File: config.mk
export PLATFORM = sky130hd
export DESIGN_NAME = frame_sig_accum
export DESIGN_NICKNAME = d
export VERILOG_FILES = /design/src/rtl/sig_pkg.sv /design/src/rtl/sig_vsync_edge.sv /design/src/rtl/sig_pair_pack.sv /design/src/rtl/sig_lfsr_reg.sv /design/src/rtl/frame_sig_accum.sv
export SDC_FILE = /design/constraint.sdc
export NUM_CORES = 1
export LEC_CHECK = 0
export BUFFER_PORTS_ARGS = -buffer_cell sky130_fd_sc_hd__buf_2
export CAP_MARGIN = 10
export CORE_UTILIZATION = 53
export CTS_CLUSTER_DIAMETER = 60
export DETAILED_ROUTE_END_ITERATION = 10
export GPL_TIMING_DRIVEN = 0
export PLACE_DENSITY_LB_ADDON = 0.05
export SETUP_SLACK_MARGIN = 0.05
export SLEW_MARGIN = 20
export SYNTH_ARGS = -nofsm -noshare
export SYNTH_HDL_FRONTEND = slang
export SYNTH_SLANG_ARGS = --single-unit
File: constraint.sdc
create_clock -name clk -period 2 [get_ports clk]
set_input_delay 0.4 -clock clk [delete_from_list [all_inputs] [get_ports clk]]
set_output_delay 0.4 -clock clk [all_outputs]
set_load 0.01 [all_outputs]
File: src/rtl/sig_pkg.sv
package sig_pkg;
  localparam int unsigned SIG_W_DEF  = 24;
  localparam int unsigned BYTE_W_DEF = 8;
  localparam logic [23:0] TAP_DEF    = 24'h610000;
endpackage

File: src/rtl/sig_vsync_edge.sv
module sig_vsync_edge (
  input  logic clk,
  input  logic rst,
  input  logic vsync_n,
  output logic rise,
  output logic fall,
  output logic prev
);
  always_ff @(posedge clk) begin
    if (rst) prev <= 1'b0;
    else     prev <= vsync_n;
  end

  assign rise = vsync_n & ~prev;
  assign fall = ~vsync_n & prev;
endmodule

File: src/rtl/sig_pair_pack.sv
module sig_pair_pack #(
  parameter int unsigned BYTE_W = 8,
  localparam int unsigned WORD_W = 2 * BYTE_W
) (
  input  logic              clk,
  input  logic              rst,
  input  logic              clear,
  input  logic              take,
  input  logic [BYTE_W-1:0] din,
  output logic              half,
  output logic              word_vld,
  output logic [WORD_W-1:0] word
);
  logic [BYTE_W-1:0] low_q;

  always_ff @(posedge clk) begin
    if (rst || clear) begin
      half  <= 1'b0;
      low_q <= '0;
    end else if (take) begin
      half <= ~half;
      if (!half) low_q <= din;
    end
  end

  assign word_vld = take & half & ~clear;
  assign word     = {din, low_q};
endmodule

File: src/rtl/sig_lfsr_reg.sv
module sig_lfsr_reg #(
  parameter int unsigned SIG_W  = 24,
  parameter int unsigned WORD_W = 16,
  parameter logic [SIG_W-1:0] TAP = 24'h610000
) (
  input  logic              clk,
  input  logic              rst,
  input  logic              init,
  input  logic              step,
  input  logic [WORD_W-1:0] word,
  output logic [SIG_W-1:0]  sig
);
  logic [SIG_W-1:0] mixed;
  logic [SIG_W-1:0] nxt;

  always_comb begin
    mixed = sig ^ {{(SIG_W-WORD_W){1'b0}}, word};
    if (mixed[SIG_W-1]) nxt = {mixed[SIG_W-2:0], 1'b0};
    else begin
      mixed = mixed ^ TAP;
      nxt   = {mixed[SIG_W-2:0], 1'b1};
    end
  end

  always_ff @(posedge clk) begin
    if (rst || init) sig <= '1;
    else if (step)   sig <= nxt;
  end
endmodule

File: src/rtl/frame_sig_accum.sv
module frame_sig_accum #(
  parameter int unsigned SIG_W  = sig_pkg::SIG_W_DEF,
  parameter int unsigned BYTE_W = sig_pkg::BYTE_W_DEF,
  parameter logic [SIG_W-1:0] TAP = sig_pkg::TAP_DEF
) (
  input  logic              clk,
  input  logic              rst,
  input  logic              pix_vld,
  input  logic [BYTE_W-1:0] pix_byte,
  input  logic              blank_n,
  input  logic              vsync_n,
  output logic [SIG_W-1:0]  sig_out,
  output logic              sig_ready
);
  localparam int unsigned WORD_W = 2 * BYTE_W;

  logic              vs_rise, vs_fall, vs_prev;
  logic              take, half_w, word_vld;
  logic [WORD_W-1:0] word;
  logic [SIG_W-1:0]  crc_w;

  sig_vsync_edge u_edge (
    .clk(clk), .rst(rst), .vsync_n(vsync_n),
    .rise(vs_rise), .fall(vs_fall), .prev(vs_prev)
  );

  assign take = pix_vld & blank_n & vsync_n & ~vs_rise;

  sig_pair_pack #(.BYTE_W(BYTE_W)) u_pack (
    .clk(clk), .rst(rst), .clear(vs_rise), .take(take), .din(pix_byte),
    .half(half_w), .word_vld(word_vld), .word(word)
  );

  sig_lfsr_reg #(.SIG_W(SIG_W), .WORD_W(WORD_W), .TAP(TAP)) u_lfsr (
    .clk(clk), .rst(rst), .init(vs_rise), .step(word_vld),
    .word(word), .sig(crc_w)
  );

  always_ff @(posedge clk) begin
    if (rst) begin
      sig_out   <= '0;
      sig_ready <= 1'b0;
    end else if (vs_fall) begin
      sig_out   <= crc_w;
      sig_ready <= 1'b1;
    end else if (vs_rise) begin
      sig_ready <= 1'b0;
    end
  end
endmodule

==> Word level (Yosys, flattened, before mapping) <==
Index checks and enable logic that the tools add are counted.
{ "totals": {"regBits": 59} }
{ "classes": {"bitwise_logic": 13, "n_mux": 3, "n_reduce_logical": 3} }
{ "ops": {"columns": ["operator", "count"], "rows": [
  ["2-to-1 mux 24 bit", 1],
  ["bitwise XOR 24 x 16 -> 24 bit", 1],
  ["AND 1 bit", 7],
  ["inverter 1 bit", 4],
  ["inverter 3 bit", 1],
  ["2-to-1 mux 1 bit", 2],
  ["AND reduction 2 bit", 1],
  ["nonzero test 2 bit", 1],
  ["logical OR 1 bit", 1]
]} }

==> Longest topological paths before layout <==
Gate-level depths: netlist of run 1.
{ "depth": {"word_depth": 6, "ltp_mapped": 8, "ltp_nobuf": 5} }

==> Hierarchy <==
From an unflattened synthesis of run 1, not the netlist that was laid out.
{ "unflattened": {"cells_unflattened": 245, "area_unflattened_um2": 2457.4} }
{ "by_module_without_submodules": {"columns": ["mod", "instances", "cells_per_inst", "area_each_um2"], "rows": [
  ["sig_lfsr_reg", 1, 107, 1099.8],
  ["frame_sig_accum", 1, 83, 920.9],
  ["sig_pair_pack", 1, 51, 397.9],
  ["sig_vsync_edge", 1, 4, 38.8]
]} }

==> Least setup slack after synthesis of run 1 <==
Ideal clock, no wire load.
{ "synth_path": {"kind": "input -> register", "start": "in vsync_n", "end": "reg u_lfsr.sig[20]", "setup_slack_ps": 429, "cell_stages": 7, "required_time_ps": 1928, "arrival_time_ps": 1499, "cell_sequence": "ha_1 -> and4b_1 -> buf_6 -> and2_1 -> buf_6 -> buf_6 -> mux2i_1"} }
{ "synth_between": {"elab_chain_cells": 5, "word_cells_on_any_way": 7, "cone_classes": "bitwise: 6; reduce/logical: 1"} }
{ "synth_lines": {"columns": ["element", "line", "rtl"], "rows": [
  ["start: declaration", "frame_sig_accum.sv:11", "input logic vsync_n,"],
  ["AND 1 bit", "sig_vsync_edge.sv:14", "assign rise = vsync_n & ~prev;"],
  ["inverter 1 bit", "sig_pair_pack.sv:26, frame_sig_accum.sv:27", null],
  ["AND 1 bit", "frame_sig_accum.sv:27", "assign take = pix_vld & blank_n & vsync_n & ~vs_rise;"],
  ["AND 1 bit (2 in series)", "sig_pair_pack.sv:26", "assign word_vld = take & half & ~clear;"],
  ["end signal: assignment", "sig_lfsr_reg.sv:27", "else if (step) sig <= nxt;"],
  ["end: declaration", "sig_lfsr_reg.sv:11", "output logic [SIG_W-1:0] sig"]
]} }
Several ways; a longest one is shown, not always the timed one.
A chain may end at the register's enable or synchronous reset.

==> Final worst setup path of run 1 <==
{ "layout_path": {"start": "reg u_edge.prev", "end": "reg u_lfsr.sig[11]"} }
{ "layout_between": {"elab_chain_cells": 6, "word_cells_on_any_way": 7, "cone_classes": "bitwise: 6; reduce/logical: 1"} }
{ "layout_lines": {"columns": ["element", "line", "rtl"], "rows": [
  ["start: declaration", "sig_vsync_edge.sv:7", "output logic prev"],
  ["start signal: assignment", "sig_vsync_edge.sv:11", "else prev <= vsync_n;"],
  ["inverter 1 bit *", "sig_vsync_edge.sv:14", null],
  ["AND 1 bit *", "sig_vsync_edge.sv:14", null],
  ["inverter 1 bit", "sig_pair_pack.sv:26, frame_sig_accum.sv:27", null],
  ["AND 1 bit", "frame_sig_accum.sv:27", null],
  ["AND 1 bit (2 in series)", "sig_pair_pack.sv:26", null]
]} }
Mark *: on every way between the ends. The rest lies on a longest branch, timed or not.

==> impl_metrics.ini, run 1 <==
[finish]
postLayoutCoreUtil_pct = 67.3
mostFrequentLayoutCells = dfxtp_1 (59), buf_2 (45), nor2_1 (33), mux2i_1 (29), a211oi_1 (19)
antennaDiodeCount = 0
nets = 298
areaGrowthSynthToFinish_pct = 17.5
drive_above_1_share_pct = 21.5
layout.cells.most_common = dfxtp_1
fillers = 345

[drt]
first_pass_iters = 4
drtAntennaViolNets = 0
vias = 1825
drt-initial-drc-count = 100
wirelength_mm = 4.94
vias_per_cell = 5.40
drcViolationCount = 0
wl_per_cell_um = 14.6

[timing]
rsz0062_at_grt = no
finClkSkew_ns = 0.00978
fin_crit_ns = 1.78
setup-violations-final = 0
period_share_pct = 88.9
drv_slew = 0
worstMarginPinSlew_ns = 0.634
fmax_ghz = 0.562
fin_tns_setup_ns = 0
hold_violations = 0
slew_headroom_pct = 57.6
fin_hold_ws_ns = 0.358
layout_setup_ws_ns = 0.222

[floorplan]
dieWidth_um = 68.9
start_util_pct = 57.3
die-area_um2 = 4750
row_count = 23
core_area_um2 = 4140
ioPinCount = 38
die_h_um = 68.9

[pwr]
power_mw = 2.36
p_seq_share_pct = 51.7
p_comb_share_pct = 7.9
ir_drop_mv = 0.505
power_leakage_nw = 1.07
p_int_mw = 1.80
p_sw_mw = 0.564
clkPwrFrac_pct = 40.4
powerDensity_nw_per_um2 = 846
swShare_pct = 23.9

[placed_design]
portBuffers = 36
pre_cts_slack_ns = 0.0741
dp_hpwl_mm = 3.48
routabilityCongestion = 0.881

[setup_path]
crit_path_top_delay_cell = clkbuf_1
endpoint_kind = flip-flop
worstSetupPathType = reg2reg
start_kind = flip-flop
crit_required_ns = 2.26
worstPathCellList = inv_1 -> ha_1 -> and4b_1 -> buf_6 -> clkbuf_1 -> a211oi_1 -> a31oi_1
cp_slowest_stage_delay_ns = 0.37
arrival_ns = 2.04
crit_path_max_fanout = 10

[global_routing]
track_usage_pct = 23.0
grt-ovfl-total = 0
grt_pass1_vias = 1660
grt_first_pass_wirelength_mm = 7.76
grt_max_degree = 11
antenna_found_initial = 0

[logic_synthesis]
syn_nets = 251
ys_warn_count = 0
syn_inst = 236
ys_types = 23
syn_area_um2 = 2370
ys_seq_elements = 59
synth_seq_area_share_pct = 49.7
avgSynthCellArea_um2 = 10.1

[clocking]
htreeDepth = 3
cts-root-buf = clkbuf_8
clock_latency_ns = 0.33
ctsResizeCount = 0
clockBufferDepth = 2
path_clk_slew_ns = 0.07
clock_sinks = 59
cts-hold-fix-buffers = 0
cts_tree = built
numCtsBuffers = 9
cts_setup_buffers = 0

[hold_path]
hold_class = in2reg

[run_status]
outcome = completed

[flow_run]
maxCapViolations = 0
==> power by group through the flow <==
stage          clock network [mW]  logic, mW  registers [mW]
2_1_floorplan                   0      0.107            1.26
6_report                    0.954      0.187            1.22
4_1_cts                     0.972      0.188            1.22
3_5_place_dp                    0      0.187            1.25
5_1_grt                      1.02      0.208            1.22
3_3_place_gp                    0      0.185            1.24
==> final timing paths <==
path | depth (start not counted) | start | to | slack [ns]
setup / recovery | 7 | u_edge.prev$_SDFF_PP0_ | u_lfsr.sig[11]$_SDFFE_PP1P_ | 0.22
hold / removal | 3 | vsync_n | u_edge.prev$_SDFF_PP0_ | 0.36
setup reg to reg | 7 | u_edge.prev$_SDFF_PP0_ | u_lfsr.sig[11]$_SDFFE_PP1P_ | 0.22
hold reg to reg | 2 | sig_out[7]$_SDFFE_PP0P_ | sig_out[7]$_SDFFE_PP0P_ | 0.49
==> metal layers <==
metal | wire length (µm) | GRT usage (%) | share of wire [%]
met1 | 2430 | 28.9 | 49
met2 | 2240 | 35.8 | 45
met3 | 139 | 5.59 | 2.8
met4 | 123 | 13.0 | 2.5
met5 | 0 | 0 | 0
==> synthesized netlist by cell type <==
cell	number	area share [%]
a211oi_1	19	6.0
a21oi_1	9	1.9
a31oi_1	18	4.7
and2_1	1	0.26
and4b_1	1	0.42
buf_1	2	0.32
buf_2	9	1.9
buf_6	4	1.9
clkbuf_1	6	0.95
dfxtp_1	59	50
ha_1	2	1.1
inv_1	2	0.32
mux2i_1	29	12
nand2b_1	1	0.26
nand3_1	1	0.21
nand3b_1	9	2.8
nand4b_1	1	0.37
nor2_1	33	5.2
nor3_1	1	0.21
o21ai_0	9	1.9
or2_1	1	0.26
xnor2_1	17	6.3
xor2_1	2	0.74
==> cell families (layout without fill, tap and decap cells) <==
family	Yosys count	after routing	synth area share [%]
buffers and inverters	23	75	5.37
multiplexers	29	29	12.2
XOR/XNOR	19	19	7.01
AND/OR/NAND/NOR	49	49	10.1
flip-flops	59	59	49.7
adder cells (fa/ha/maj)	2	2	1.05
AO/OA/AOI/OAI	55	55	14.5
==> critical path, delay by kind of cell (launching register included) <==
family                     cells  cell delay [ns]
buffers and inverters          3             0.56
adders and majority gates      1             0.21
and+or+nand+nor                1             0.27
DFF                            1             0.34
AOI/OAI and AO/OA              2             0.32
==> stage by stage <==
stage	instances	area [µm²]
after detailed placement	322	2620
after CTS	338	2790
after global placement	322	2620
after global routing	338	2790
final	338	2790
after floorplan	236	2370
==> state kept, by name, summed over array words and instances, names as in the netlist <==
| signal | count |
|---|---|
| sig_out | 24 |
| u_lfsr.sig | 24 |
| u_pack.low_q | 8 |
| sig_ready | 1 |
| u_edge.prev | 1 |
| u_pack.half | 1 |
==> layout make-up <==
type	instances	area [µm²]	area share [%]
clock buffers	14	163	5.83
well taps	50	62.6	2.24
clock inverters	2	10.0	0.359
multi-input cells	154	1070	38.2
inverters	2	7.51	0.269
repair buffers	36	180	6.46
flip-flops and latches	59	1180	42.3
plain buffers	21	120	4.30
(Power assumes the default switching activity.)
==> run 2: changes to the inputs <==
--- a/config.mk
+++ b/config.mk
@@ -6,12 +6,12 @@
 export NUM_CORES = 1
 export LEC_CHECK = 0
 export BUFFER_PORTS_ARGS = -buffer_cell sky130_fd_sc_hd__buf_2
-export CAP_MARGIN = 10
 export CORE_UTILIZATION = 53
 export CTS_CLUSTER_DIAMETER = 60
 export DETAILED_ROUTE_END_ITERATION = 10
 export GPL_TIMING_DRIVEN = 0
 export PLACE_DENSITY_LB_ADDON = 0.05
+export RECOVER_POWER = 100
 export SETUP_SLACK_MARGIN = 0.05
 export SLEW_MARGIN = 20
 export SYNTH_ARGS = -nofsm -noshare
==> run 2 against run 1 <==
Clock power increased by 0.7%. Final cell count unchanged. Register-to-register slack got worse by 0.05 ns. Highest routed layer unchanged. Critical path depth increased by 1. Largest cell class unchanged. Sequential share of layout area increased by 0.64 points. Critical path type unchanged. Worst setup slack got worse by 0.053 ns. Combinational power decreased by 4%. Design area decreased by 1.5%. Clock skew increased by 0.0012 ns.
==> impl_metrics.ini, run 2 (synthesized netlist as in run 1, its figures left out) <==
[global_routing]
grt_max_degree = 11
grt_first_pass_wirelength_mm = 7.76
grt-ovfl-total = 0
antenna_found_initial = 0
grt_pass1_vias = 1660
track_usage_pct = 23.0

[setup_path]
ff2ff_setup_slack_ns = 0.17
arrival_ns = 2.01
crit_path_max_fanout = 10
r2r_cells = 8
start_kind = flip-flop
worstSetupPathType = reg2reg
crit_required_ns = 2.18
endpoint_kind = flip-flop

[finish]
drive_above_1_share_pct = 11.8
layout.cells.most_common = dfxtp_1
fillers = 366
top_regs = sig_out x24, u_lfsr.sig x24, u_pack.low_q x8
multiInputGateArea_um2 = 1070
nets = 298
fin_cells = 338
areaGrowthSynthToFinish_pct = 15.8
design_area_um2 = 2750
ff_latch_area_um2 = 1180
mostFrequentLayoutCells = dfxtp_1 (59), clkbuf_1 (38), nor2_1 (33), mux2i_1 (29), a211oi_1 (19)
antennaDiodeCount = 0

[timing]
fin_crit_ns = 1.83
slew_headroom_pct = 56.2
fmax_ghz = 0.546
setup-violations-final = 0
worstMarginPinSlew_ns = 0.655
rsz0062_at_grt = no
layout_setup_ws_ns = 0.169
finClkSkew_ns = 0.0110
period_share_pct = 91.5
fin_tns_setup_ns = 0
hold_violations = 0
drv_slew = 0

[clocking]
cts-hold-fix-buffers = 0
path_clk_slew_ns = 0.07
cts-root-buf = clkbuf_8
cts_tree = built
clockBufferDepth = 2
clock_latency_ns = 0.34
htreeDepth = 3
clock_sinks = 59
numCtsBuffers = 9
ctsResizeCount = 0
cts_setup_buffers = 0

[floorplan]
start_util_pct = 57.3
die-area_um2 = 4750
core_area_um2 = 4140
die_h_um = 68.9
row_count = 23
ioPinCount = 38
dieWidth_um = 68.9

[placed_design]
place_area_um2 = 2620
dp_hpwl_mm = 3.48
post-place-cells = 322
pre_cts_slack_ns = 0.0741
routabilityCongestion = 0.881
portBuffers = 36

[drt]
wirelength_mm = 4.96
drt-initial-drc-count = 80
first_pass_iters = 4
drcViolationCount = 0
drtAntennaViolNets = 0
wl_per_cell_um = 14.7
vias_per_cell = 5.44
vias = 1839

[pwr]
powerDensity_nw_per_um2 = 859
ir_drop_mv = 0.507
power_leakage_nw = 0.957

[run_status]
outcome = completed

[hold_path]
holdPathStages = 3
hold_class = in2reg

[flow_run]
maxCapViolations = 0
-- run 2: final cells by class --
class / count / share of cell area (%)
Buffer: 21 / 4.01
Sequential cell: 59 / 43.0
Inverter: 2 / 0.273
Tap cell: 50 / 2.28
Clock inverter: 2 / 0.364
Clock buffer: 14 / 5.92
Timing Repair Buffer: 36 / 5.42
Multi-Input combinational cell: 154 / 38.8
-- run 2: path summary, 6_finish.rpt --
kind | start | end
max | u_edge.prev$_SDFF_PP0_ | u_lfsr.sig[16]$_SDFFE_PP1P_
min | vsync_n | u_edge.prev$_SDFF_PP0_
max reg2reg | u_edge.prev$_SDFF_PP0_ | u_lfsr.sig[16]$_SDFFE_PP1P_
min reg2reg | sig_out[23]$_SDFFE_PP0P_ | sig_out[23]$_SDFFE_PP0P_
-- run 2: routing by layer --
| layer | vias to the layer above | wire length, µm | track usage, % |
|---|---|---|---|
| li1 | 931 | - | - |
| met1 | 853 | 2420 | 28.9 |
| met2 | 40 | 2200 | 35.8 |
| met3 | 15 | 181 | 5.59 |
| met4 | 0 | 159 | 13.0 |
| met5 | - | 0 | 0 |
-- run 2: power breakdown --
part	leakage [nW]	internal (mW)	switching, mW
Combinational	0.387	0.0686	0.111
Clock	0.0905	0.515	0.446
Sequential	0.480	1.21	0.0148
-- run 2: metrics by stage --
stage	hold slack, ns	power, mW	utilization [%]
CTS	0.343	2.38	67.3
finish	0.350	2.36	66.3
global placement	0.466	1.43	63.2
global route	0.360	2.44	66.3
floorplan	0.465	1.36	-
detailed placement	0.475	1.43	63.2
-- run 2: critical path, stage by stage, from the launching register on --
cell      delay [ns]
dfxtp_1         0.34
inv_1           0.05
ha_1            0.21
and4b_1         0.27
buf_6           0.14
and2_0          0.16
buf_6           0.13
clkbuf_2        0.24
a31oi_1         0.13
